$ cat src/rtl/subnet_hop_pkg.sv
package subnet_hop_pkg;

   typedef enum logic {
      SRC_NET = 1'b0,
      SRC_LOC = 1'b1
   } hop_src_e;

   function automatic hop_src_e other_src(input hop_src_e s);
      return (s == SRC_NET) ? SRC_LOC : SRC_NET;
   endfunction

endpackage

$ cat src/rtl/subnet_hop_credits.sv
module subnet_hop_credits #(
   parameter int NUM_VC   = 2,
   parameter int VC_DEPTH = 4,
   localparam int VCW     = (NUM_VC > 1) ? $clog2(NUM_VC) : 1,
   localparam int CW      = $clog2(VC_DEPTH + 1)
) (
   input  logic                         clk,
   input  logic                         rst_n,
   input  logic                         dec_vld,
   input  logic [VCW-1:0]               dec_vc,
   input  logic                         inc_vld,
   input  logic [VCW-1:0]               inc_vc,
   output logic [NUM_VC-1:0][CW-1:0]    cred
);

   for (genvar v = 0; v < NUM_VC; v++) begin : g_vc
      logic hit_dec;
      logic hit_inc;

      assign hit_dec = dec_vld && (dec_vc == VCW'(v));
      assign hit_inc = inc_vld && (inc_vc == VCW'(v));

      always_ff @(posedge clk) begin
         if (!rst_n) begin
            cred[v] <= CW'(VC_DEPTH);
         end else begin
            case ({hit_inc, hit_dec})
               2'b10:   cred[v] <= cred[v] + CW'(1);
               2'b01:   cred[v] <= cred[v] - CW'(1);
               default: cred[v] <= cred[v];
            endcase
         end
      end
   end

endmodule

$ cat src/rtl/subnet_hop_vc_pick.sv
module subnet_hop_vc_pick #(
   parameter int NUM_VC    = 2,
   parameter int VC_DEPTH  = 4,
   parameter int MAX_LEN   = 4,
   parameter bit PICK_MOST = 1'b0,
   localparam int VCW      = (NUM_VC > 1) ? $clog2(NUM_VC) : 1,
   localparam int CW       = $clog2(VC_DEPTH + 1),
   localparam int LEN_W    = $clog2(MAX_LEN + 1),
   localparam int KW       = (CW > LEN_W) ? CW : LEN_W
) (
   input  logic [NUM_VC-1:0][CW-1:0] cred,
   input  logic [LEN_W-1:0]          need,
   output logic                      found,
   output logic [VCW-1:0]            vc
);

   logic [NUM_VC-1:0] fits;

   for (genvar v = 0; v < NUM_VC; v++) begin : g_fit
      assign fits[v] = KW'(cred[v]) >= KW'(need);
   end

   if (PICK_MOST) begin : g_most
      always_comb begin
         logic [CW-1:0] best;
         found = 1'b0;
         vc    = '0;
         best  = '0;
         for (int v = 0; v < NUM_VC; v++) begin
            if (fits[v] && (!found || cred[v] > best)) begin
               found = 1'b1;
               vc    = VCW'(v);
               best  = cred[v];
            end
         end
      end
   end else begin : g_lowest
      always_comb begin
         found = 1'b0;
         vc    = '0;
         for (int v = NUM_VC - 1; v >= 0; v--) begin
            if (fits[v]) begin
               found = 1'b1;
               vc    = VCW'(v);
            end
         end
      end
   end

endmodule

$ cat src/rtl/subnet_hop_arb.sv
module subnet_hop_arb
   import subnet_hop_pkg::*;
(
   input  logic clk,
   input  logic rst_n,
   input  logic open_pkt,
   input  logic elig_net,
   input  logic elig_loc,
   output logic gnt_net,
   output logic gnt_loc
);

   hop_src_e favour_q;

   assign gnt_net = !open_pkt && elig_net && (!elig_loc || favour_q == SRC_NET);
   assign gnt_loc = !open_pkt && elig_loc && (!elig_net || favour_q == SRC_LOC);

   always_ff @(posedge clk) begin
      if (!rst_n) begin
         favour_q <= SRC_NET;
      end else if (gnt_net) begin
         favour_q <= other_src(SRC_NET);
      end else if (gnt_loc) begin
         favour_q <= other_src(SRC_LOC);
      end
   end

endmodule

$ cat src/rtl/subnet_hop.sv
module subnet_hop
   import subnet_hop_pkg::*;
#(
   parameter int FLIT_W    = 128,
   parameter int NUM_VC    = 2,
   parameter int VC_DEPTH  = 4,
   parameter int MAX_LEN   = 4,
   parameter bit PICK_MOST = 1'b0,
   localparam int VCW      = (NUM_VC > 1) ? $clog2(NUM_VC) : 1,
   localparam int CW       = $clog2(VC_DEPTH + 1),
   localparam int LEN_W    = $clog2(MAX_LEN + 1)
) (
   input  logic              clk,
   input  logic              rst_n,
   input  logic              net_vld,
   input  logic              net_head,
   input  logic [FLIT_W-1:0] net_data,
   output logic              net_take,
   input  logic              loc_vld,
   input  logic              loc_head,
   input  logic [FLIT_W-1:0] loc_data,
   output logic              loc_take,
   output logic              out_vld,
   output logic              out_head,
   output logic [FLIT_W-1:0] out_data,
   output logic [VCW-1:0]    out_vc,
   input  logic              cr_vld,
   input  logic [VCW-1:0]    cr_vc
);

   if (VC_DEPTH < MAX_LEN) begin : g_bad_depth
      $error("subnet_hop: a VC buffer must hold a maximum-length packet");
   end
   if (FLIT_W <= LEN_W) begin : g_bad_width
      $error("subnet_hop: flit too narrow for the length field");
   end
   if (NUM_VC < 1) begin : g_bad_vc
      $error("subnet_hop: at least one downstream VC is required");
   end

   logic [NUM_VC-1:0][CW-1:0] cred;
   logic                      open_q;
   hop_src_e                  owner_q;
   logic [LEN_W-1:0]          rem_q;
   logic [VCW-1:0]            vc_q;

   logic [LEN_W-1:0] len_net, len_loc;
   logic             fit_net, fit_loc;
   logic [VCW-1:0]   vc_net,  vc_loc;
   logic             gnt_net, gnt_loc;
   logic             fire;
   hop_src_e         sel;
   logic [VCW-1:0]   snd_vc;
   logic [LEN_W-1:0] snd_len;

   // length field of a head flit; a zero count is read as one flit
   function automatic logic [LEN_W-1:0] head_len(input logic [FLIT_W-1:0] d);
      logic [LEN_W-1:0] l;
      l = d[LEN_W-1:0];
      return (l == '0) ? LEN_W'(1) : l;
   endfunction

   assign len_net = head_len(net_data);
   assign len_loc = head_len(loc_data);

   subnet_hop_vc_pick #(
      .NUM_VC(NUM_VC), .VC_DEPTH(VC_DEPTH), .MAX_LEN(MAX_LEN), .PICK_MOST(PICK_MOST)
   ) u_pick_net (
      .cred(cred), .need(len_net), .found(fit_net), .vc(vc_net)
   );

   subnet_hop_vc_pick #(
      .NUM_VC(NUM_VC), .VC_DEPTH(VC_DEPTH), .MAX_LEN(MAX_LEN), .PICK_MOST(PICK_MOST)
   ) u_pick_loc (
      .cred(cred), .need(len_loc), .found(fit_loc), .vc(vc_loc)
   );

   subnet_hop_arb u_arb (
      .clk      (clk),
      .rst_n    (rst_n),
      .open_pkt (open_q),
      .elig_net (net_vld && net_head && fit_net),
      .elig_loc (loc_vld && loc_head && fit_loc),
      .gnt_net  (gnt_net),
      .gnt_loc  (gnt_loc)
   );

   // input selection: an open packet holds the mux until its last flit
   always_comb begin
      if (open_q) begin
         net_take = (owner_q == SRC_NET) && net_vld;
         loc_take = (owner_q == SRC_LOC) && loc_vld;
         sel      = owner_q;
         snd_vc   = vc_q;
         snd_len  = rem_q;
      end else begin
         net_take = gnt_net;
         loc_take = gnt_loc;
         sel      = gnt_loc ? SRC_LOC : SRC_NET;
         snd_vc   = gnt_loc ? vc_loc  : vc_net;
         snd_len  = gnt_loc ? len_loc : len_net;
      end
   end

   assign fire = net_take || loc_take;

   always_ff @(posedge clk) begin
      if (!rst_n) begin
         open_q  <= 1'b0;
         owner_q <= SRC_NET;
         rem_q   <= '0;
         vc_q    <= '0;
      end else if (fire) begin
         if (!open_q) begin
            open_q  <= snd_len > LEN_W'(1);
            owner_q <= sel;
            rem_q   <= snd_len - LEN_W'(1);
            vc_q    <= snd_vc;
         end else begin
            rem_q <= rem_q - LEN_W'(1);
            if (rem_q == LEN_W'(1)) begin
               open_q <= 1'b0;
            end
         end
      end
   end

   subnet_hop_credits #(
      .NUM_VC(NUM_VC), .VC_DEPTH(VC_DEPTH)
   ) u_credits (
      .clk     (clk),
      .rst_n   (rst_n),
      .dec_vld (fire),
      .dec_vc  (snd_vc),
      .inc_vld (cr_vld),
      .inc_vc  (cr_vc),
      .cred    (cred)
   );

   // single output register: the whole hop traversal
   always_ff @(posedge clk) begin
      if (!rst_n) begin
         out_vld  <= 1'b0;
         out_head <= 1'b0;
         out_data <= '0;
         out_vc   <= '0;
      end else begin
         out_vld <= fire;
         if (fire) begin
            out_head <= (sel == SRC_LOC) ? loc_head : net_head;
            out_data <= (sel == SRC_LOC) ? loc_data : net_data;
            out_vc   <= snd_vc;
         end
      end
   end

endmodule

$ cat config.mk
export PLATFORM = sky130hd
export DESIGN_NAME = subnet_hop
export DESIGN_NICKNAME = d
export VERILOG_FILES = /design/src/rtl/subnet_hop_pkg.sv /design/src/rtl/subnet_hop_credits.sv /design/src/rtl/subnet_hop_vc_pick.sv /design/src/rtl/subnet_hop_arb.sv /design/src/rtl/subnet_hop.sv
export SDC_FILE = /design/constraint.sdc
export NUM_CORES = 1
export LEC_CHECK = 0
export ABC_AREA = 0
export BUFFER_PORTS_ARGS = -buffer_cell sky130_fd_sc_hd__clkbuf_2
export CAP_MARGIN = 10
export CORE_AREA = 2 2 154 156
export DETAILED_ROUTE_END_ITERATION = 10
export DIE_AREA = 0 0 156 158
export GPL_TIMING_DRIVEN = 0
export PLACE_DENSITY = 0.65
export SYNTH_ARGS = -nofsm -noshare
export SYNTH_HDL_FRONTEND = slang
export SYNTH_SLANG_ARGS = --single-unit
$ cat constraint.sdc
create_clock -name clk -period 9.11 [get_ports clk]
set_clock_uncertainty 0.05 [all_clocks]
set_input_delay 0.4555 -clock clk [delete_from_list [all_inputs] [get_ports clk]]
set_output_delay 0.4555 -clock clk [all_outputs]
set_load 0.03 [all_outputs]
* Word-level counts from Yosys, hierarchy flattened
Cells that the tools add are included.
Storage, ports and cells: output and inout port bits 133, register bits 144
Cells by class: add/subtract/negate cells 6, reductions and logical operators 26, bitwise gates (word level) 5, mux-type cells 25, magnitude comparators 5, eq/ne operators 5
Operators by type and width (number):
- $mux W128 | 1
- $mux W1 | 17
- $mux W3 | 5
- $logic_and A1 B1 Y1 | 14
- $ge A3 B3 Y1 | 4
- $pmux W3 S2 | 2
- $sub A3 B1 Y3 const B | 4
- $add A3 B1 Y3 const B | 2
- $logic_not A3 Y1 | 2
- $reduce_bool A2 Y1 | 3
- $not A1 Y1 | 5
- $eq A2 B1 Y1 const B | 2
- $eq A2 B2 Y1 const B | 2
- $eq A3 B1 Y1 const B | 1
- $gt A3 B1 Y1 const B | 1
- $logic_not A1 Y1 | 3
- $logic_or A1 B1 Y1 | 3
- $reduce_and A2 Y1 | 1

* Depth between registers and ports, before layout
depth in word-level cells 15, gate-level depth with buffers 17, depth with buffers taken out 15

* Cells and area by module
A second synthesis with hierarchy kept.
Unflattened totals: cells, all modules 738, area total of the unflattened synthesis 7253.2 um^2
Modules (own cells, without submodules):
- subnet_hop | instances 1, area each 6560.0 um^2, cells each 653
- subnet_hop_credits | instances 1, area each 340.3 um^2, cells each 38
- subnet_hop_vc_pick | instances 2, area each 138.9 um^2, cells each 19
- subnet_hop_arb | instances 1, area each 75.1 um^2, cells each 9

* Worst setup path before layout
OpenSTA, ideal clock, no wires.
path type input to register, start input port loc_data[1], end register u_credits.cred[2] (netlist name), arrival 3.862 ns, setup time 0.062 ns, slack 5.136 ns, stages 16, path through o21bai_1 > ha_1 > nand2b_1 > a31oi_2 > a21oi_1 > o22ai_1 > nand3b_4 > buf_2 > buf_2 > and2_1 > ha_1 > inv_1 > fa_1 > xor2_1 > or3_1 > nand3_1
Between the ends: cells in the longest elaborated chain, start to end 14
RTL lines:
- from (decl) | line subnet_hop.sv:21 | input logic [FLIT_W-1:0] loc_data,
- $logic_not A3 Y1 | line subnet_hop.sv:60 | return (l == '0) ? LEN_W'(1) : l;
- $mux W3 (*) | line subnet_hop.sv:60
- $ge A3 B3 Y1 | line subnet_hop_vc_pick.sv:20 | assign fits[v] = KW'(cred[v]) >= KW'(need);
- $mux W1 | line subnet_hop_vc_pick.sv:42 | if (fits[v]) begin
- $mux W1 (*) | line subnet_hop_vc_pick.sv:42
- $logic_and A1 B1 Y1 (*) | line subnet_hop.sv:83 | .elig_loc (loc_vld && loc_head && fit_loc),
- $logic_not A1 Y1 (*) | line subnet_hop_arb.sv:15 | assign gnt_net = !open_pkt && elig_net && (!elig_loc || favour_q == SRC_NET);
- $logic_or A1 B1 Y1 (*) | line subnet_hop_arb.sv:15
- $logic_and A1 B1 Y1 (*) | line subnet_hop_arb.sv:15
- $mux W1 (*) | line subnet_hop.sv:90 | if (open_q) begin
- net net_take | line subnet_hop.sv:18 | output logic net_take,
- $logic_or A1 B1 Y1 (*) | line subnet_hop.sv:105 | assign fire = net_take || loc_take;
- $logic_and A1 B1 Y1 (*) | line subnet_hop_credits.sv:20 | assign hit_dec = dec_vld && (dec_vc == VCW'(v));
- $eq A2 B1 Y1 / $eq A2 B2 Y1 (equally long branches) | line subnet_hop_credits.sv:27 | case ({hit_inc, hit_dec})
- $pmux W3 S2 / $reduce_bool A2 Y1 (equally long branches)
- to (signal, indexed assignment) | line subnet_hop_credits.sv:28 | 2'b10: cred[v] <= cred[v] + CW'(1);
- to (signal, indexed assignment) | line subnet_hop_credits.sv:29 | 2'b01: cred[v] <= cred[v] - CW'(1);
- to (signal, indexed assignment) | line subnet_hop_credits.sv:30 | default: cred[v] <= cred[v];
- to (decl) | line subnet_hop_credits.sv:13 | output logic [NUM_VC-1:0][CW-1:0] cred
Mark *: on every way through the listed nets, which the timed path passes. The rest lies on a longest branch. A chain may end at the register's enable or synchronous reset.

* Worst setup path after layout
start input port loc_data[2], end register u_credits.cred[2] (netlist name)
Between the ends: cells in the longest elaborated chain, start to end 14
RTL lines (line):
- $logic_not A3 Y1 | subnet_hop.sv:60
- $mux W3 (*) | subnet_hop.sv:60
- $ge A3 B3 Y1 | subnet_hop_vc_pick.sv:20
- $mux W1 (2 in series) | subnet_hop_vc_pick.sv:42
- $logic_and A1 B1 Y1 | subnet_hop.sv:83
- $logic_and A1 B1 Y1 / $logic_not A1 Y1 (equally long branches) | subnet_hop_arb.sv:16, subnet_hop_arb.sv:15
- $logic_and A1 B1 Y1 / $logic_or A1 B1 Y1 (equally long branches) | subnet_hop_arb.sv:16, subnet_hop_arb.sv:15
- $mux W1 / $logic_and A1 B1 Y1 (equally long branches) | subnet_hop.sv:100, subnet_hop_arb.sv:15
- $mux W1 | subnet_hop.sv:90
- $not A1 Y1 / $logic_or A1 B1 Y1 (equally long branches) | subnet_hop_credits.sv:20, subnet_hop.sv:105
- $logic_and A1 B1 Y1 (*) | subnet_hop_credits.sv:20
- $eq A2 B1 Y1 / $eq A2 B2 Y1 (equally long branches) | subnet_hop_credits.sv:27
- $pmux W3 S2 / $reduce_bool A2 Y1 (equally long branches)
Mark *: on every way between the ends. The rest lies on a longest branch, timed or not.

==> metrics.cfg <==
[status]
outcome=finished, final reports clean

[yosys]
yosys.area.top_type=dfxtp_1
synth_edf_count=0
yosysTopAreaCellShare_pct=43.2
async_flop_share_pct=0
synth_flop_cell=dfxtp_1
syn-cell-area_um2=6680
ys_seq_elements=144
yosys.cell_types.count=43
synth_nets=1153
ys_seq_area_share_pct=43.2
yosys_warnings=0
synth_area_leaders=dfxtp_1, nand2_1, a31oi_1, o21ai_1, o21ai_0
syn_area_per_cell_um2=7.68
syn_inst=869

[finish]
layout_common_cells=clkbuf_2, nand2_1, dfxtp_1, a31oi_1, o21ai_1
fill_cells=2418
drive_gt1_share_pct=37.6
multi_input_area_um2=3300
postLayoutCoreUtil_pct=41.6
antennaDiodeCount=0
area_delta_synth_final_pct=43.5
layout.nets=1567
final_common_cell=clkbuf_2
regArea_um2=2880
final_cells=1586

[route]
postRouteAntennaNets=0
drtPass1Iterations=5
routed_wl_mm=27.0
drt-wirelength-per-cell_um=17.1
drtIter0Drc=539
vias=7973
vias_per_cell=5.03
drcViolationCount=0

[power]
vdd_drop_max_uv=97.7
power_density_nw_per_um2=307
p_leak_uw=0.00476

[global_routing]
grt_start_max_net_pins=17
grt_pass1_wl_mm=40.2
grt_usage_pct=20.9
overflow=0
grt_pass1_vias=7543
antenna_found_initial=0

[timing]
maxSlewHeadroom_pct=43.5
maxSlewViolCount=0
setup_viol=0
final_hold_viol_count=0
fin_crit_sh_pct=44.2
fin_setup_tns_ps=0
tightestPinTransition_ps=845
fin_crit_ps=4020
fmax_ghz=0.248
rsz0062_at_grt=false

[die]
die_area_um2=24600
ios=397
die_h_um=158
die_x_um=156
start_util_pct=29.0
fp-row-count=56
fp.coreArea_um2=23100

[cts]
h-tree-depth=4
clk_pin_slew_ps=70
post_cts_buffers=0
postCtsHoldBufs=0
clock_path_buffers=2
cts_tree=done
clock-sinks=144
cts_buffers=17
cts-root-buf=clkbuf_16
clkLatencyLatePin_ps=420
cts_resized=0

[flow_run]
maxCapViolCount=0

[placement]
dp_hpwl_mm=20.7
io_buffers=395
gp_congestion=0.907
dpl.cell_count=1554

[worst_setup_path]
crit_type=input port to flip-flop
crit_required_ps=9420
critPathCaptureType=flip-flop
cp_max_fo=10
start_kind=input port
cp_data_arrival_time_ps=4340

[hold_path]
hp-class=input port to flip-flop

==> sequential cells by signal (all words and copies together) (netlist names) <==
register        cells
out_head            1
rem_q               3
out_vld             1
out_data          128
u_credits.cred      6
u_arb.favour_q      1
vc_q                1
out_vc              1
open_q              1
owner_q             1
==> final timing paths <==
| check | from | endpoint | slack (ps) | cells after the start |
|---|---|---|---|---|
| min | loc_data[100] | out_data[100] | 220 | 3 |
| max reg2reg | u_credits.cred[0] | u_credits.cred[2] | 5090 | 17 |
| min reg2reg | owner_q | owner_q | 460 | 2 |
| max | loc_data[2] | u_credits.cred[2] | 5090 | 17 |
==> cells by family (layout without fill, tap and decap cells) <==
group           after synthesis  in the layout  share of synthesized area, %
compound gates              302            302                          26.2
xor+xnor                      6              6                         0.787
fa+ha+maj                    20             20                          3.97
buf+inv                      90            517                          7.35
flops                       144            144                          43.2
mux                           1              1                         0.150
simple gates                306            306                          18.3
==> cell type report <==
type                            instances  share of cell area (%)
Clock buffer                           20                    4.87
Tap cell                              290                    3.79
Clock inverter                         12                    1.03
Multi-Input combinational cell        635                    34.5
Inverter                               15                   0.588
Buffer                                 75                    4.53
Sequential cell                       144                    30.1
Timing Repair Buffer                  395                    20.6
==> Yosys cell counts, drive strengths merged, types with 3 or more instances <==
master	count
a211oi	3
a21o	4
a21oi	10
a31oi	132
and2	6
buf	56
clkbuf	19
dfxtp	144
ha	18
inv	14
nand2	273
nand2b	4
nand3	4
nor2	9
nor2b	3
o211a	3
o21ai	140
xor2	4
==> power breakdown <==
group	internal (uW)	total, uW	switching [uW]
sequential	819	925	106
combinational	420	1340	919
clock	376	677	302
total	1610	2940	1330
==> layer usage <==
layer	track usage, %	vias up	share of wire (%)
met1	25.8	3686	42
met2	35.1	376	47
met3	6.16	50	8.6
met5	0	-	0
li1	-	3861	-
met4	6.86	0	2.5
==> per-stage QoR <==
| step | worst slack [ps] | power (uW) | area, um2 | hold slack, ps |
|---|---|---|---|---|
| 2_1_floorplan | 5140 | 1810 | 6680 | 422 |
| 3_3_place_gp | 4700 | 2250 | 9010 | 432 |
| 3_5_place_dp | 4710 | 2270 | 9010 | 449 |
| 4_1_cts | 5080 | 2960 | 9580 | 198 |
| 5_1_grt | 4840 | 3110 | 9580 | 200 |
| 6_report | 5090 | 2940 | 9580 | 217 |
==> critical path, stage by stage <==
cell,delay (ps)
clkbuf_2,140
o21bai_1,340
ha_1,300
nand2b_1,130
a31oi_1,310
a21oi_1,120
o22ai_1,250
nand3b_4,240
buf_2,360
buf_2,360
and2_1,180
ha_1,170
inv_1,60
fa_1,370
xor2_1,150
or3_1,300
nand3_1,80
Power figures use the tool's default switching activity.
